## src/rtl/pll_stat_pkg.sv

```systemverilog
package pll_stat_pkg;

    typedef struct packed {
        logic lolf;
        logic loc;
    } stat_flags_t;

    typedef struct packed {
        logic lock_prev;
        logic supp;
    } det_state_t;

endpackage

```

## src/rtl/pll_stat_sync.sv

```systemverilog
module pll_stat_sync #(
    parameter int W      = 2,
    parameter int STAGES = 2
) (
    input  logic         clk,
    input  logic         rst_n,
    input  logic [W-1:0] d_in,
    output logic [W-1:0] q_out
);
    logic [STAGES-1:0][W-1:0] stg_d, stg_q;

    always_comb begin
        stg_d[0] = d_in;
        for (int i = 1; i < STAGES; i++) begin
            stg_d[i] = stg_q[i-1];
        end
    end

    always_ff @(posedge clk or negedge rst_n) begin
        if (!rst_n) stg_q <= '0;
        else        stg_q <= stg_d;
    end

    assign q_out = stg_q[STAGES-1];
endmodule

```

## src/rtl/pll_stat_lol_det.sv

```systemverilog
module pll_stat_lol_det
    import pll_stat_pkg::*;
(
    input  logic clk,
    input  logic rst_n,
    input  logic lock_s,
    input  logic cfg_wr_pulse,
    input  logic bypass,
    output logic lol_set
);
    det_state_t st_d, st_q;
    logic rise, fall;

    always_comb begin
        rise = lock_s & ~st_q.lock_prev;
        fall = ~lock_s & st_q.lock_prev;
        st_d = st_q;
        st_d.lock_prev = lock_s;
        if (cfg_wr_pulse)  st_d.supp = 1'b1;
        else if (rise)     st_d.supp = 1'b0;
        lol_set = fall & ~st_q.supp & ~cfg_wr_pulse & ~bypass;
    end

    always_ff @(posedge clk or negedge rst_n) begin
        if (!rst_n) begin
            st_q.lock_prev <= 1'b0;
            st_q.supp      <= 1'b1;
        end else begin
            st_q <= st_d;
        end
    end


    cfg_win_chk: assert property (@(posedge clk) disable iff (!rst_n)
        cfg_wr_pulse |=> !lol_set);


    set_edge_chk: assert property (@(posedge clk) disable iff (!rst_n)
        lol_set |-> ($past(lock_s) && !lock_s));
endmodule

```

## src/rtl/pll_stat_reg.sv

```systemverilog
module pll_stat_reg
    import pll_stat_pkg::*;
#(
    parameter int DATA_W      = 32,
    parameter int LOLF_BIT    = 22,
    parameter int LOC_BIT     = 23,
    parameter int SYNC_STAGES = 2
) (
    input  logic              clk,
    input  logic              rst_n,
    input  logic              lock_raw,
    input  logic              loc_raw,
    input  logic              loc_en,
    input  logic              bypass,
    input  logic              cfg_wr_pulse,
    input  logic              reg_wr,
    input  logic [DATA_W-1:0] reg_wdata,
    output logic [DATA_W-1:0] reg_rd_data,
    output logic              irq
);
    localparam int LOLF_IDX = DATA_W - 1 - LOLF_BIT;
    localparam int LOC_IDX  = DATA_W - 1 - LOC_BIT;
    localparam logic [DATA_W-1:0] RD_MASK =
        (DATA_W'(1) << LOLF_IDX) | (DATA_W'(1) << LOC_IDX);

    logic lock_s, loc_s, lol_set, wr_clr;
    stat_flags_t flg_d, flg_q;

    pll_stat_sync #(.W(2), .STAGES(SYNC_STAGES)) u_sync (
        .clk   (clk),
        .rst_n (rst_n),
        .d_in  ({loc_raw, lock_raw}),
        .q_out ({loc_s, lock_s})
    );

    pll_stat_lol_det u_det (
        .clk          (clk),
        .rst_n        (rst_n),
        .lock_s       (lock_s),
        .cfg_wr_pulse (cfg_wr_pulse),
        .bypass       (bypass),
        .lol_set      (lol_set)
    );

    always_comb begin
        wr_clr     = reg_wr & reg_wdata[LOLF_IDX];
        flg_d.lolf = lol_set | (flg_q.lolf & ~wr_clr);
        flg_d.loc  = loc_s & loc_en & ~bypass;
    end

    always_ff @(posedge clk or negedge rst_n) begin
        if (!rst_n) flg_q <= '0;
        else        flg_q <= flg_d;
    end

    always_comb begin
        reg_rd_data           = '0;
        reg_rd_data[LOLF_IDX] = flg_q.lolf;
        reg_rd_data[LOC_IDX]  = flg_q.loc;
    end

    assign irq = flg_q.lolf;


    set_wins_chk: assert property (@(posedge clk) disable iff (!rst_n)
        lol_set |=> irq);


    sticky_chk: assert property (@(posedge clk) disable iff (!rst_n)
        (irq && !(reg_wr && reg_wdata[LOLF_IDX])) |=> irq);


    clear_chk: assert property (@(posedge clk) disable iff (!rst_n)
        (reg_wr && reg_wdata[LOLF_IDX] && !lol_set) |=> !irq);


    bypass_chk: assert property (@(posedge clk) disable iff (!rst_n)
        (bypass && !irq) |=> !irq);


    loc_mask_chk: assert property (@(posedge clk) disable iff (!rst_n)
        (!loc_en || bypass) |=> !reg_rd_data[LOC_IDX]);


    ro_zero_chk: assert property (@(posedge clk) disable iff (!rst_n)
        (reg_rd_data & ~RD_MASK) == '0);


    ro_write_chk: assert property (@(posedge clk) disable iff (!rst_n)
        (reg_wr && (|(reg_wdata & ~RD_MASK))) |=> ((reg_rd_data & ~RD_MASK) == '0));
endmodule

```

## config.mk

```make
export PLATFORM = sky130hd
export DESIGN_NAME = pll_stat_reg
export DESIGN_NICKNAME = d
export VERILOG_FILES = /design/src/rtl/pll_stat_pkg.sv /design/src/rtl/pll_stat_sync.sv /design/src/rtl/pll_stat_lol_det.sv /design/src/rtl/pll_stat_reg.sv
export SDC_FILE = /design/constraint.sdc
export NUM_CORES = 1
export LEC_CHECK = 0
export ABC_CLOCK_PERIOD_IN_PS = 3270
export CAP_MARGIN = 30
export CELL_PAD_IN_SITES_DETAIL_PLACEMENT = 2
export CELL_PAD_IN_SITES_GLOBAL_PLACEMENT = 2
export CORE_MARGIN = 1.5
export CORE_UTILIZATION = 10
export DETAILED_ROUTE_END_ITERATION = 12
export PLACE_DENSITY = 0.88
export SETUP_SLACK_MARGIN = 0.4
export SKIP_CTS_REPAIR_TIMING = 1
export SLEW_MARGIN = 25
export SYNTH_ARGS = -nofsm -noshare
export SYNTH_HDL_FRONTEND = slang
export SYNTH_SLANG_ARGS = --single-unit
```

## constraint.sdc

```tcl
create_clock -name clk -period 3.27 [get_ports clk]
set_clock_uncertainty 0.2 [all_clocks]
set_input_delay 0.654 -clock clk [delete_from_list [all_inputs] [get_ports clk]]
set_output_delay 0.654 -clock clk [all_outputs]
set_load 0.005 [all_outputs]
```

==> results_dict.tcl, run 1 <==
set metrics [dict create \
    ys_ff_latch 8 \
    first_iter_violations 7 \
    cts_tree "built" \
    place_hpwl_um 624 \
    wire_per_inst_um 6.81 \
    synthCells 47 \
    post-route-period-util_pct 59.5 \
    status "completed" \
    slowest_stage "clkdlybuf4s50_1" \
    period_needed_ps 1940 \
    drcViolationCount 0 \
    nFillCells 569 \
    dpl_cell_area_um2 537 \
    hp-start "u_sync.stg_d[2]" \
    syn_avg_cell_area_um2 10.3 \
    drive_gt1_share_pct 8.33 \
    peakVddDrop_mv 0.115 \
    critPathArrivalTime_ps 1090 \
    clk_path_buf_depth 2 \
    syn_to_final_growth_pct 20.5 \
    path_cells "clkdlybuf4s50_1" \
    die-width_um 72.5 \
    setup_tns_ps 0 \
    multi_input_area_um2 158 \
    clk_latency_ps 220 \
    io_buffer_count 11 \
    finalSetupViolations 0 \
    place_congestion 0.688 \
    grt_max_degree 9 \
    power_density_nw_per_um2 440 \
    grt_overflow 0 \
    register_area_um2 201 \
    yosysSeqAreaShare_pct 41.7 \
    cp_top_family "buffers and inverters" \
    grtUsageTotal_pct 3.21 \
    io_pins 73 \
    cts_num_sinks 8 \
    yosys_warnings 0 \
    cts_buffers 3 \
    path_clk_slew_ps 40 \
    die-area_um2 5260 \
    cts-root-buf "clkbuf_8" \
    end_kind "primary output" \
    antenna_found_initial 0 \
    final_nets 101 \
    rsz0062_at_grt "no" \
    worstSetupPathType "reg -> out" \
    required_ps 2420 \
    hp-class "reg -> reg" \
    max_freq_mhz 514 \
    routed_wl_um 776 \
    layout.cells.non_filler 114 \
    firstDrtPassIters 2 \
    diodes 0 \
    postRouteAntennaNets 0 \
    hold_viol 0 \
    synth.cell_area_um2 483 \
    worstPathMaxFanout 3 \
    cp-start-kind "flip-flop" \
    dp_cells 110 \
    cp-startpoint "irq" \
    grt_pass1_vias 238 \
    ys_types 10 \
    stdcell_area_um2 582 \
    slew_violations 0 \
    leakage_nw 0.274 \
    grt_pass1_wl_um 1100 \
    routed_via_density 2.18 \
    drv_cap 0 \
    cts_max_level 1 \
    rows 25 \
    vias 248 \
    coreArea_um2 4690 \
    cpPeakStageDelay_ps 510 \
    rr_startpoint "u_det.st_q[0]" \
    worst-path-buf-inv 1 \
    initial_utilization_pct 10.3 \
    die_h_um 72.5 \
]
==> cells in the final DEF (no fill, tap or decap) <==
cell type and count:
clkbuf_8 3, a21o_2 1, clkbuf_1 1, clkdlybuf4s50_1 11
or4b_1 1, nand2b_1 1, nand2_1 2, conb_1 30
dfstp_2 1, dfrtp_1 7, o2bb2ai_1 1, nor2_1 1
==> routing by layer <==
metal  global-route usage, %  part of all wire (%)  routed length, um
met1                    3.03                    32                249
met2                    4.01                    46                357
met3                    4.58                    22                168
met4                   0.629                     0                  0
met5                       0                     0                  0
==> flip-flops by register name (all words and copies together), names as in the netlist <==
| name | cells |
|---|---|
| reg_rd_data | 1 |
| irq | 1 |
| u_sync.q_out | 2 |
| u_sync.stg_d | 2 |
| u_det.st_q | 2 |
==> report_power, final <==
group / total [mW] / leakage, nW / switching (mW) / internal [mW]
logic: 0.0263 / 0.155 / 0.0136 / 0.0127
clock network: 0.122 / 0.0228 / 0.0381 / 0.0844
registers: 0.107 / 0.0960 / 0.00243 / 0.105
==> through the flow <==
| step | setup slack, ps | total power, mW | hold WS [ps] | util (%) |
|---|---|---|---|---|
| 4_1_cts | 1310 | 0.262 | 154 | 12.4 |
| 3_3_place_gp | 1260 | 0.133 | 131 | 11.4 |
| 5_1_grt | 1280 | 0.272 | 156 | 12.4 |
| 3_5_place_dp | 1220 | 0.134 | 145 | 11.4 |
| 2_1_floorplan | 1710 | 0.145 | 131 | - |
| 6_report | 1330 | 0.256 | 147 | 12.4 |
==> logic make-up (layout without fill, tap and decap cells) <==
family / count (synthesis) / after routing / share of synthesized area, %
other: 1 / 30 / 0.776
buffers and inverters: 31 / 15 / 48.2
DFF: 8 / 8 / 41.7
AOI/OAI and AO/OA: 2 / 2 / 3.63
and+or+nand+nor: 5 / 5 / 5.70
==> cell type report <==
| class | instances | area share, % |
|---|---|---|
| clock buffer | 4 | 7.74 |
| sequential | 8 | 34.6 |
| timing repair buffer | 11 | 18.9 |
| tap | 54 | 11.6 |
| multi-input combinational | 37 | 27.1 |
==> final timing paths <==
path	slack, ps	depth (start not counted)	end
max	1330	1	reg_rd_data[9]
min	150	0	u_sync.q_out[0]
max reg2reg	1970	2	irq
min reg2reg	150	0	u_sync.q_out[0]
max in group asynchronous	2060	1	u_det.st_q[0]
min in group asynchronous	510	1	reg_rd_data[8]
==> synthesized netlist by cell type <==
cell,instances,area share (%)
buf_4,31,48
dfrtp_1,7,36
nand2_1,2,1.6
a21o_2,1,1.8
conb_1,1,0.78
dfstp_2,1,5.4
nand2b_1,1,1.3
nor2_1,1,0.78
o2bb2ai_1,1,1.8
or4b_1,1,2.1
Power figures use the tool's default switching activity.
==> inputs of run 2 (changes only) <==
Settings changed: ABC_CLOCK_PERIOD_IN_PS 3270 to 1600, PLACE_DENSITY 0.88 to 0.91.
Clock period 3.27 ns to 1.6 ns, I/O delays scaled along.
==> run 2 against run 1 <==
Against the previous run: worst hold slack got worse by 43 ps; sequential power rose by 110%; power rose by 100%; routed wire length rose by 7.1%; register-to-register slack got worse by 1700 ps; critical path type is now reg -> reg.
==> results_dict.tcl, run 2 (synthesis gave the netlist of run 1 again) <==
set metrics [dict create \
    rr_startpoint "u_det.st_q[0]" \
    setup_tns_ps 0 \
    clk_path_buf_depth 2 \
    cts-root-buf "clkbuf_8" \
    max_freq_mhz 779 \
    hold_ws_ps 104 \
    post-route-period-util_pct 80.2 \
    die_h_um 72.5 \
    slowest_stage "or4b_4" \
    drive_gt1_share_pct 18.0 \
    place_congestion 0.683 \
    peakVddDrop_mv 0.207 \
    hold_viol 0 \
    clk_latency_ps 220 \
    reg2reg_slack_ps 320 \
    grt_max_degree 9 \
    place_hpwl_um 635 \
    hold_end "reg_rd_data[8]" \
    path_cells "or4b_4 -> o2bb2ai_4" \
    io_buffer_count 11 \
    firstDrtPassIters 2 \
    hp-start "bypass" \
    cts_num_sinks 8 \
    cp_top_family "simple AND/OR/NAND/NOR gates" \
    worst_r2r_path_depth 2 \
    rsz0062_at_grt "yes" \
    crit-reg2reg-capture "irq" \
    power_density_nw_per_um2 866 \
    layout_setup_ws_ps 316 \
    dp_slack_ps -173 \
    hp-class "in -> reg" \
    path_clk_slew_ps 40 \
    io_pins 73 \
    cpPeakStageDelay_ps 520 \
    first_iter_violations 23 \
    slew_violations 0 \
    cts_buffers 3 \
    routed_via_density 2.24 \
    grt_pass1_wl_um 1200 \
    worstSetupPathType "reg -> reg" \
    final_nets 102 \
    wire_per_inst_um 7.23 \
    initial_utilization_pct 10.3 \
    cts_max_level 1 \
    postRouteAntennaNets 0 \
    period_needed_ps 1280 \
    die-area_um2 5260 \
    rows 25 \
    drv_cap 0 \
    worstPathMaxFanout 2 \
    grtUsageTotal_pct 3.47 \
    syn_to_final_growth_pct 24.6 \
    finalSetupViolations 0 \
    antenna_found_initial 0 \
    status "completed" \
    end_kind "flip-flop" \
    coreArea_um2 4690 \
    leakage_nw 0.308 \
    stdcell_area_um2 602 \
    dpl_cell_area_um2 537 \
    routed_wl_um 831 \
    cp-start-kind "flip-flop" \
    cts_tree "built" \
    die-width_um 72.5 \
    grt_pass1_vias 240 \
    worst-path-buf-inv 0 \
    grt_overflow 0 \
    final_common_cell "conb_1" \
    nFillCells 568 \
    required_ps 1550 \
    final_util_pct 12.8 \
    worstHoldPathCells 2 \
    diodes 0 \
    critPathArrivalTime_ps 1230 \
    drcViolationCount 0 \
    vias 258 \
    layout_common_cells "30 x conb_1, 7 x dfrtp_1, 6 x clkdlybuf4s50_1" \
]
## run 2: metal layers
| layer | vias up | wire length, um | global-route usage, % |
|---|---|---|---|
| met3 | 2 | 196 | 4.31 |
| li1 | 112 | - | - |
| met4 | 0 | 11 | 2.52 |
| met2 | 26 | 368 | 4.32 |
| met5 | - | 0 | 0 |
| met1 | 118 | 255 | 2.94 |
## run 2: where the power goes
part,internal [mW],switching (mW),total (mW)
Sequential,0.215,0.00527,0.220
Clock,0.172,0.0729,0.245
Combinational,0.0258,0.0304,0.0561
Total,0.413,0.109,0.521
## run 2: through the flow
stage	instances	total power, mW
finish	115	0.521
global route	115	0.564
CTS	114	0.530
detailed placement	110	0.274
global placement	110	0.272
floorplan	76	0.296
## run 2: worst max-delay path by stage
| stage | start | endpoint | slack (ps) | cells after the start |
|---|---|---|---|---|
| floorplan | cfg_wr_pulse | irq | 390 | 2 |
| global placement | cfg_wr_pulse | irq | -70 | 3 |
| detailed placement | cfg_wr_pulse | irq | -170 | 3 |
| CTS | irq | irq | -40 | 1 |
| global route | irq | irq | 300 | 1 |
| finish | u_det.st_q[0] | irq | 320 | 2 |
## run 2: final cells by class
type	count	area (um2)	area share, %
clock buffer	4	45.0	7.48
sequential	8	201	33.5
multi-input combinational	37	180	29.9
tap	54	67.6	11.2
timing repair buffer	12	108	17.9
==> inputs of run 3 (changes only) <==
Settings changed: ABC_CLOCK_PERIOD_IN_PS 1600 to 1200, PLACE_DENSITY 0.91 to 0.88.
Clock period 1.6 ns to 1.2 ns, I/O delays scaled along.
==> run 3 against run 2 <==
Against the previous run: the run now ends with negative hold slack, negative setup slack left; sequential power is 33% higher; first-iteration DRC count down 83%; flip-flop and latch count did not move; combinational power increased by 23%; routed wire length shrank 14%; cell area shrank 1.7%; worst hold slack got worse by 390 ps; largest cell class unchanged; largest power group unchanged.
==> results_dict.tcl, run 3 (synthesis gave the netlist of run 1 again) <==
set metrics [dict create \
    coreArea_um2 4690 \
    peakVddDrop_mv 0.337 \
    clk_latency_ps 220 \
    antenna_found_initial 0 \
    rows 25 \
    grt_pass1_wl_um 1040 \
    drive_gt1_share_pct 16.4 \
    post-route-period-util_pct 108 \
    postRouteAntennaNets 0 \
    cts_buffers 3 \
    end_kind "flip-flop" \
    finalSetupViolations 1 \
    leakage_nw 0.324 \
    grt_use_met3_pct 2.78 \
    multi_input_area_um2 165 \
    first_iter_violations 4 \
    wire_per_inst_um 6.22 \
    routed_via_density 2.23 \
    diodes 0 \
    dp_cells 110 \
    io_buffer_count 11 \
    clk_path_buf_depth 2 \
    required_ps 1150 \
    vias 256 \
    firstDrtPassIters 2 \
    stdcell_area_um2 592 \
    cp-start-kind "flip-flop" \
    path_clk_slew_ps 40 \
    worstPathMaxFanout 2 \
    die-width_um 72.5 \
    cts_max_level 1 \
    status "finished with violations" \
    violations "negative hold slack, negative setup slack" \
    drv_cap 0 \
    layout_setup_ws_ps -94.5 \
    grt_util_met1_pct 2.02 \
    cts-root-buf "clkbuf_8" \
    die-area_um2 5260 \
    syn_to_final_growth_pct 22.5 \
    initial_utilization_pct 10.3 \
    grt_pass1_vias 245 \
    hp-class "in -> async" \
    busiest_layer "met2" \
    drcViolationCount 0 \
    setup_tns_ps -94.5 \
    layout.cells.non_filler 115 \
    grt_use_met2_pct 4.73 \
    power_density_nw_per_um2 1170 \
    die_h_um 72.5 \
    nFillCells 563 \
    io_pins 73 \
    final_nets 102 \
    cts_tree "built" \
    grtUsageTotal_pct 2.78 \
    final_common_cell "conb_1" \
    max_freq_mhz 772 \
    place_hpwl_um 565 \
    period_needed_ps 1290 \
    critPathArrivalTime_ps 1250 \
    dpl_cell_area_um2 537 \
    cts_num_sinks 8 \
    register_area_um2 201 \
    rsz0062_at_grt "yes" \
    place_congestion 0.685 \
    grt_overflow 0 \
    routed_wl_um 715 \
    layout_common_cells "30 x conb_1, 7 x dfrtp_1, 4 x dlymetal6s2s_1, 4 x clkdlybuf4s50_1" \
    worstSetupPathType "reg -> reg" \
    grt_max_degree 9 \
    hold_viol 9 \
    slew_violations 0 \
    hold_ws_ps -289 \
]
-- run 3: cell count changes in the layout (fill, tap and decap cells not counted), sizes merged --
cell	change
clkdlybuf4s50	-2
dlymetal6s2s	+2
-- run 3: layout make-up --
type,count,share of cell area [%]
Sequential cell,8,34.0
Multi-Input combinational cell,37,27.9
Tap cell,54,11.4
Clock buffer,4,7.61
Timing Repair Buffer,12,19.0
-- run 3: final timing paths --
kind	from	to	slack [ps]	cells after the start
max in group asynchronous	rst_n	u_det.st_q[0]	780	1
max	u_det.st_q[0]	irq	-90	2
min reg2reg	u_sync.stg_d[2]	u_sync.q_out[0]	140	0
max reg2reg	u_det.st_q[0]	irq	-90	2
min in group clk	bypass	reg_rd_data[8]	0	2
min	rst_n	reg_rd_data[8]	-290	1
-- run 3: report_power, final --
group	internal [mW]	total, mW	switching (mW)
clock network	0.230	0.331	0.101
registers	0.286	0.293	0.00659
logic	0.0320	0.0689	0.0368
total	0.548	0.692	0.144
-- run 3: stage by stage --
stage	worst slack (ps)	power [mW]	utilization (%)
2_1_floorplan	16.5	0.396	-
3_3_place_gp	-361	0.362	11.4
3_5_place_dp	-409	0.365	11.4
4_1_cts	-339	0.707	12.4
5_1_grt	-135	0.738	12.6
6_report	-94.5	0.692	12.6
-- run 3: worst max-delay path, cell delays in order (launching register included) --
cell and delay (ps):
dfstp_2 360, or4b_1 520, o2bb2ai_1 140
-- run 3: routing by layer --
metal | share of wire (%) | up-vias
met4 | 0 | 0
met1 | 28 | 123
met5 | 0 | -
met2 | 53 | 22
li1 | - | 111
met3 | 19 | 0
